**src/rtl/brc_pkg.sv**
```systemverilog
package brc_pkg;
  localparam int PAD_W  = 8;
  localparam int ROM_AW = 16;
  localparam int LANE_W = 2;

  typedef enum logic [1:0] {PH_IDLE, PH_AD1, PH_AD2, PH_DATA} brc_phase_e;

  // byte lane for a beat: low address bits advance and wrap inside the word
  function automatic logic [LANE_W-1:0] lane_of(logic [LANE_W-1:0] base,
                                                logic [LANE_W-1:0] beat);
    return base + beat;
  endfunction

  // first address cycle: addr[7:2], output enable (low = read), write enable (low = write)
  function automatic logic [PAD_W-1:0] ad1_word(logic [ROM_AW-1:0] a, logic wr);
    return {a[7:2], wr, ~wr};
  endfunction

  function automatic logic [PAD_W-1:0] ad2_word(logic [ROM_AW-1:0] a);
    return a[15:8];
  endfunction
endpackage

```
**src/rtl/brc_seq.sv**
```systemverilog
module brc_seq
  import brc_pkg::*;
#(
  parameter int BEAT_W = 2
) (
  input  logic              clk,
  input  logic              rst_n,
  input  logic              req_start,
  input  logic [ROM_AW-1:0] req_addr,
  input  logic              req_write,
  input  logic [BEAT_W-1:0] req_len,
  output brc_phase_e        phase,
  output logic [ROM_AW-1:0] addr_q,
  output logic              wr_q,
  output logic [BEAT_W-1:0] beat,
  output logic              last_beat,
  output logic              accept,
  output logic              done
);
  logic [BEAT_W-1:0] len_q;

  assign accept    = (phase == PH_IDLE) && req_start;
  assign last_beat = (phase == PH_DATA) && (beat == len_q);

  always_ff @(posedge clk or negedge rst_n) begin
    if (!rst_n) begin
      phase  <= PH_IDLE;
      addr_q <= '0;
      wr_q   <= 1'b0;
      len_q  <= '0;
      beat   <= '0;
      done   <= 1'b0;
    end else begin
      done <= last_beat;
      unique case (phase)
        PH_IDLE: if (accept) begin
          phase  <= PH_AD1;
          addr_q <= req_addr;
          wr_q   <= req_write;
          len_q  <= req_len;
        end
        PH_AD1: phase <= PH_AD2;
        PH_AD2: begin
          phase <= PH_DATA;
          beat  <= '0;
        end
        PH_DATA: begin
          if (last_beat) phase <= PH_IDLE;
          else           beat  <= beat + 1'b1;
        end
        default: phase <= PH_IDLE;
      endcase
    end
  end

  assert_ad2_after_ad1_R3: assert property (@(posedge clk) disable iff (!rst_n)
    phase == PH_AD1 |=> phase == PH_AD2);

  assert_beat_bound_R4: assert property (@(posedge clk) disable iff (!rst_n)
    phase == PH_DATA |-> beat <= len_q);

  assert_hold_while_busy_R9: assert property (@(posedge clk) disable iff (!rst_n)
    phase != PH_IDLE |=> $stable(addr_q) && $stable(wr_q) && $stable(len_q));

  assert_done_single_R8: assert property (@(posedge clk) disable iff (!rst_n)
    done |=> !done);
endmodule

```
**src/rtl/brc_padmux.sv**
```systemverilog
module brc_padmux
  import brc_pkg::*;
#(
  parameter int BEAT_W = 2
) (
  input  logic              clk,
  input  logic              rst_n,
  input  brc_phase_e        phase,
  input  logic [ROM_AW-1:0] addr_q,
  input  logic              wr_q,
  input  logic [BEAT_W-1:0] beat,
  input  logic [PAD_W-1:0]  wr_data,
  output logic [PAD_W-1:0]  pad_o,
  output logic              pad_oe,
  output logic [1:0]        ale,
  output logic [LANE_W-1:0] rom_a_lo,
  output logic              wr_take
);
  always_comb begin
    pad_o    = '0;
    pad_oe   = 1'b0;
    ale      = 2'b00;
    rom_a_lo = '0;
    wr_take  = 1'b0;
    unique case (phase)
      PH_AD1: begin
        pad_o  = ad1_word(addr_q, wr_q);
        pad_oe = 1'b1;
        ale    = 2'b01;
      end
      PH_AD2: begin
        pad_o  = ad2_word(addr_q);
        pad_oe = 1'b1;
        ale    = 2'b10;
      end
      PH_DATA: begin
        rom_a_lo = lane_of(addr_q[LANE_W-1:0], LANE_W'(beat));
        if (wr_q) begin
          pad_o   = wr_data;
          pad_oe  = 1'b1;
          wr_take = 1'b1;
        end
      end
      default: ;
    endcase
  end

  assert_ale_onehot_R2: assert property (@(posedge clk) disable iff (!rst_n)
    $onehot0(ale));

  assert_read_release_R6: assert property (@(posedge clk) disable iff (!rst_n)
    (phase == PH_DATA && !wr_q) |-> !pad_oe);
endmodule

```
**src/rtl/bootrom_mux_ctrl.sv**
```systemverilog
module bootrom_mux_ctrl
  import brc_pkg::*;
#(
  parameter int BEAT_W = 2
) (
  input  logic              clk,
  input  logic              rst_n,
  input  logic              req_start,
  input  logic [ROM_AW-1:0] req_addr,
  input  logic              req_write,
  input  logic [BEAT_W-1:0] req_len,
  input  logic [PAD_W-1:0]  wr_data,
  input  logic [PAD_W-1:0]  pad_i,
  output logic [PAD_W-1:0]  pad_o,
  output logic              pad_oe,
  output logic [1:0]        ale,
  output logic [LANE_W-1:0] rom_a_lo,
  output logic              wr_take,
  output logic [PAD_W-1:0]  rd_data,
  output logic              rd_valid,
  output logic              busy,
  output logic              done
);
  brc_phase_e        phase;
  logic [ROM_AW-1:0] addr_q;
  logic              wr_q;
  logic [BEAT_W-1:0] beat;
  logic              last_beat;
  logic              accept;
  logic              rd_beat;

  brc_seq #(.BEAT_W(BEAT_W)) u_seq (
    .clk(clk), .rst_n(rst_n), .req_start(req_start), .req_addr(req_addr),
    .req_write(req_write), .req_len(req_len), .phase(phase), .addr_q(addr_q),
    .wr_q(wr_q), .beat(beat), .last_beat(last_beat), .accept(accept), .done(done)
  );

  brc_padmux #(.BEAT_W(BEAT_W)) u_pad (
    .clk(clk), .rst_n(rst_n), .phase(phase), .addr_q(addr_q), .wr_q(wr_q),
    .beat(beat), .wr_data(wr_data), .pad_o(pad_o), .pad_oe(pad_oe), .ale(ale),
    .rom_a_lo(rom_a_lo), .wr_take(wr_take)
  );

  assign busy    = (phase != PH_IDLE);
  assign rd_beat = (phase == PH_DATA) && !wr_q;

  always_ff @(posedge clk or negedge rst_n) begin
    if (!rst_n) begin
      rd_valid <= 1'b0;
      rd_data  <= '0;
    end else begin
      rd_valid <= rd_beat;
      if (rd_beat) rd_data <= pad_i;
    end
  end

  assert_idle_quiet_R1: assert property (@(posedge clk) disable iff (!rst_n)
    !busy |-> (!pad_oe && ale == 2'b00 && !wr_take));

  assert_done_idle_R8: assert property (@(posedge clk) disable iff (!rst_n)
    done |-> (!busy && !pad_oe));

  assert_accept_to_ad1_R2: assert property (@(posedge clk) disable iff (!rst_n)
    accept |=> ale == 2'b01);

  assert_last_then_done_R8: assert property (@(posedge clk) disable iff (!rst_n)
    last_beat |=> done);
endmodule

```
**config.mk**
```make
export PLATFORM = sky130hd
export DESIGN_NAME = bootrom_mux_ctrl
export DESIGN_NICKNAME = d
export VERILOG_FILES = /design/src/rtl/brc_pkg.sv /design/src/rtl/brc_seq.sv /design/src/rtl/brc_padmux.sv /design/src/rtl/bootrom_mux_ctrl.sv
export SDC_FILE = /design/constraint.sdc
export NUM_CORES = 1
export LEC_CHECK = 0
export ABC_AREA = 1
export BUFFER_PORTS_ARGS = -buffer_cell sky130_fd_sc_hd__buf_2
export CORE_UTILIZATION = 45
export CTS_CLUSTER_SIZE = 40
export DETAILED_ROUTE_END_ITERATION = 12
export PLACE_DENSITY = 0.84
export SLEW_MARGIN = 20
export SYNTH_ARGS = -nofsm -noshare
export SYNTH_HDL_FRONTEND = slang
export SYNTH_SLANG_ARGS = --single-unit
```
**constraint.sdc**
```tcl
create_clock -name clk -period 1.6 [get_ports clk]
set_input_delay 0.08 -clock clk [delete_from_list [all_inputs] [get_ports clk]]
set_output_delay 0.08 -clock clk [all_outputs]
set_load 0.02 [all_outputs]
```
==> flow_metrics.env <==
export IMPL_outcome="finished with violations"
export IMPL_violations="negative setup slack"
export IMPL_synth_area_leader_cell="dfrtp_1"
export IMPL_p_sw_share_pct=43.7
export IMPL_ys_types=22
export IMPL_hold_path_class="in -> reg"
export IMPL_ys_top_cells_by_area="dfrtp_1 (50%), nand2_1 (14%), mux2_2 (12%)"
export IMPL_worst_setup_path_end_kind="output pin"
export IMPL_core_area_mm2=0.00342
export IMPL_critPathKind="reg -> out"
export IMPL_rsz0062_at_grt="true"
export IMPL_slowest_delay_ps=430
export IMPL_first_iter_violations=113
export IMPL_place_gp_congestion=0.827
export IMPL_viasPerCell=4.98
export IMPL_rows=21
export IMPL_mostFrequentLayoutCell="nand2_1"
export IMPL_syn_cell_area_mm2=0.00165
export IMPL_max_slew_margin_pct=52.5
export IMPL_synth_seq_cells=33
export IMPL_worst_slack_ps=-114
export IMPL_area_growth_pct=54.4
export IMPL_critPathMaxFanout=6
export IMPL_drt_pass1_iter_count=4
export IMPL_fmax_ghz=0.583
export IMPL_cp_cell_sequence="buf_6 -> ha_4 -> buf_6 -> nand2_2 -> a31oi_1 -> buf_4"
export IMPL_power_density_mw_per_mm2=2030
export IMPL_syn_inst=172
export IMPL_p_leak_nw=1.29
export IMPL_nets=321
export IMPL_ff2ff_path_depth=7
export IMPL_start_kind="register"
export IMPL_cts_clk_slew_worst_paths_ps=100
export IMPL_tightest_slew_ps=712
export IMPL_cts_root_buf="clkbuf_4"
export IMPL_final_cell_mix="nand2_1 (57), buf_2 (56), dfrtp_1 (31)"
export IMPL_yosysWarningCount=0
export IMPL_holdWs_ps=187
export IMPL_ys_seq_area_share_pct=50.0
export IMPL_peakVddDrop_mv=1.13
export IMPL_grt_pass1_vias=1581
export IMPL_finalCriticalPeriod_ps=1710
export IMPL_setup_viol=9
export IMPL_skew_ps=11.2
export IMPL_synth_top_cell_area_share_pct=50.0
export IMPL_num_antenna_cells=0
export IMPL_start_util_pct=48.4
export IMPL_floorplan_die_area_mm2=0.00392
export IMPL_p_int_mw=2.92
export IMPL_drc=0
export IMPL_clockPowerShare_pct=12.9
export IMPL_grt_ovfl_total=0
export IMPL_seq_power_share_pct=29.9
export IMPL_htreeDepth=2
export IMPL_clk_latency_ps=350
export IMPL_syn_nets=219
export IMPL_grt_pass1_wl_um=7230
export IMPL_antenna_left=0
export IMPL_track_usage_pct=24.9
export IMPL_routed_wirelength_um=4810
export IMPL_finish_utilization_pct=74.7
export IMPL_hpwl_um=2610
export IMPL_crit_slowest_cell="dfrtp_2"
export IMPL_io_pins=63
export IMPL_cap_violations=0
export IMPL_period_share_pct=107
export IMPL_holdPathStages=4
export IMPL_via_count=1599
export IMPL_port_buffers=62
export IMPL_cp_required_ps=1520
export IMPL_numClockSinks=33
export IMPL_die_h_um=62.6
export IMPL_wire_per_inst_um=15.0
export IMPL_p_comb_share_pct=57.2
export IMPL_drive_gt1_share_pct=45.5
export IMPL_worstPathArrival_ps=1630
export IMPL_antenna_found_initial=0
export IMPL_syn_avg_cell_area_um2=9.61
export IMPL_final_max_slew_viol_count=0
export IMPL_crit_path_frequent_cell="buf_6"
export IMPL_die_w_um=62.6
export IMPL_grt_max_degree=34
export IMPL_hold_violations=0
export IMPL_cts_buffers=5
export IMPL_fin_setup_tns_ps=-401
export IMPL_cts_tree="done"
export IMPL_p_switching_mw=2.26
export IMPL_cts_buffer_depth=2
[metal layers]
| metal | wire, um | part of all wire (%) | up-vias | global-route usage, % |
|---|---|---|---|---|
| met5 | 0 | 0 | - | 0 |
| met4 | 192 | 4.0 | 0 | 17.4 |
| met3 | 230 | 4.8 | 19 | 4.93 |
| met2 | 2500 | 52 | 68 | 42.0 |
| met1 | 1900 | 39 | 760 | 28.2 |
| li1 | - | - | 752 | - |
[stage by stage]
stage          setup WS, ps  power (mW)  std cells  cell area (um^2)
6_report               -114        5.18        321              2550
5_1_grt                -154        5.47        321              2550
3_3_place_gp            139        3.83        279              2040
2_1_floorplan           127        3.17        172              1650
4_1_cts               -23.3        4.90        321              2510
3_5_place_dp           26.9        3.92        279              2040
[worst paths after layout]
check,start,endpoint,slack (ps)
setup / recovery,u_seq.phase[1],pad_o[7],-110
hold / removal,req_start,u_seq.phase[0],190
setup reg to reg,u_seq.phase[1],u_seq.phase[0],0
hold reg to reg,rd_data[6],rd_data[6],480
max in group asynchronous,rst_n,u_seq.phase[0],780
min in group asynchronous,rst_n,u_seq.done,310
[cell usage after synthesis]
library cell and instances:
a21oi_1 2, ha_1 9, clkbuf_1 2, clkinv_1 1, dfrtp_1 33, mux2_2 17
inv_4 1, nand3_2 1, nor2_1 7, nand2_1 61, buf_2 1, or2_1 1
nand2_2 4, inv_1 8, a31oi_1 8, xor2_1 1, inv_2 2, nand3_1 5
xnor2_1 3, or2_2 2, buf_6 2, nor2_4 1
[kinds of logic (layout without fill, tap and decap cells)]
family / count (synthesis) / in the layout / synth area share, %
xor gates and xnor gates: 4 / 4 / 2.12
buffers and inverters: 17 / 120 / 5.00
DFF: 33 / 33 / 50.0
adders and majority gates: 9 / 9 / 6.81
muxes: 17 / 17 / 11.6
and+or+nand+nor: 82 / 82 / 20.9
AOI/OAI and AO/OA: 10 / 10 / 3.63
[power groups by stage]
stage          Combinational (mW)  Clock (mW)  Sequential [mW]
3_3_place_gp                 2.32           0             1.51
5_1_grt                      3.16       0.720             1.59
3_5_place_dp                 2.39           0             1.53
2_1_floorplan                1.56           0             1.61
6_report                     2.96       0.670             1.55
4_1_cts                      2.71       0.672             1.52
[worst max-delay path: cells and delay by family (launching register included)]
kind,cells,cell delay [ps]
AO/OA/AOI/OAI,1,160
AND/OR/NAND/NOR,1,70
flip-flops,1,430
adder cells (fa/ha/maj),1,180
buffers and inverters,3,450
[final cells by class]
| type | instances | area (um^2) |
|---|---|---|
| repair buffers | 100 | 713 |
| clock inverters | 1 | 30.0 |
| inverters | 12 | 57.6 |
| multi-input cells | 122 | 811 |
| flip-flops and latches | 33 | 828 |
| clock buffers | 7 | 55.1 |
| fillers | 232 | 863 |
| well taps | 46 | 57.6 |
[sequential cells by signal (all words and copies together) (netlist names)]
register	cells
u_seq.done	1
u_seq.phase	2
u_seq.addr_q	16
u_seq.len_q	2
rd_valid	1
rd_data	8
u_seq.wr_q	1
u_seq.beat	2
[timing repair]
action                     4_1_cts  5_1_grt
pin swaps                        6        1
hold buffers                    28        0
resized for setup               20       14
hold endpoints to repair        60        0
setup endpoints to repair       10       11
buffers inserted                 6        0
(Power assumes the default switching activity.)
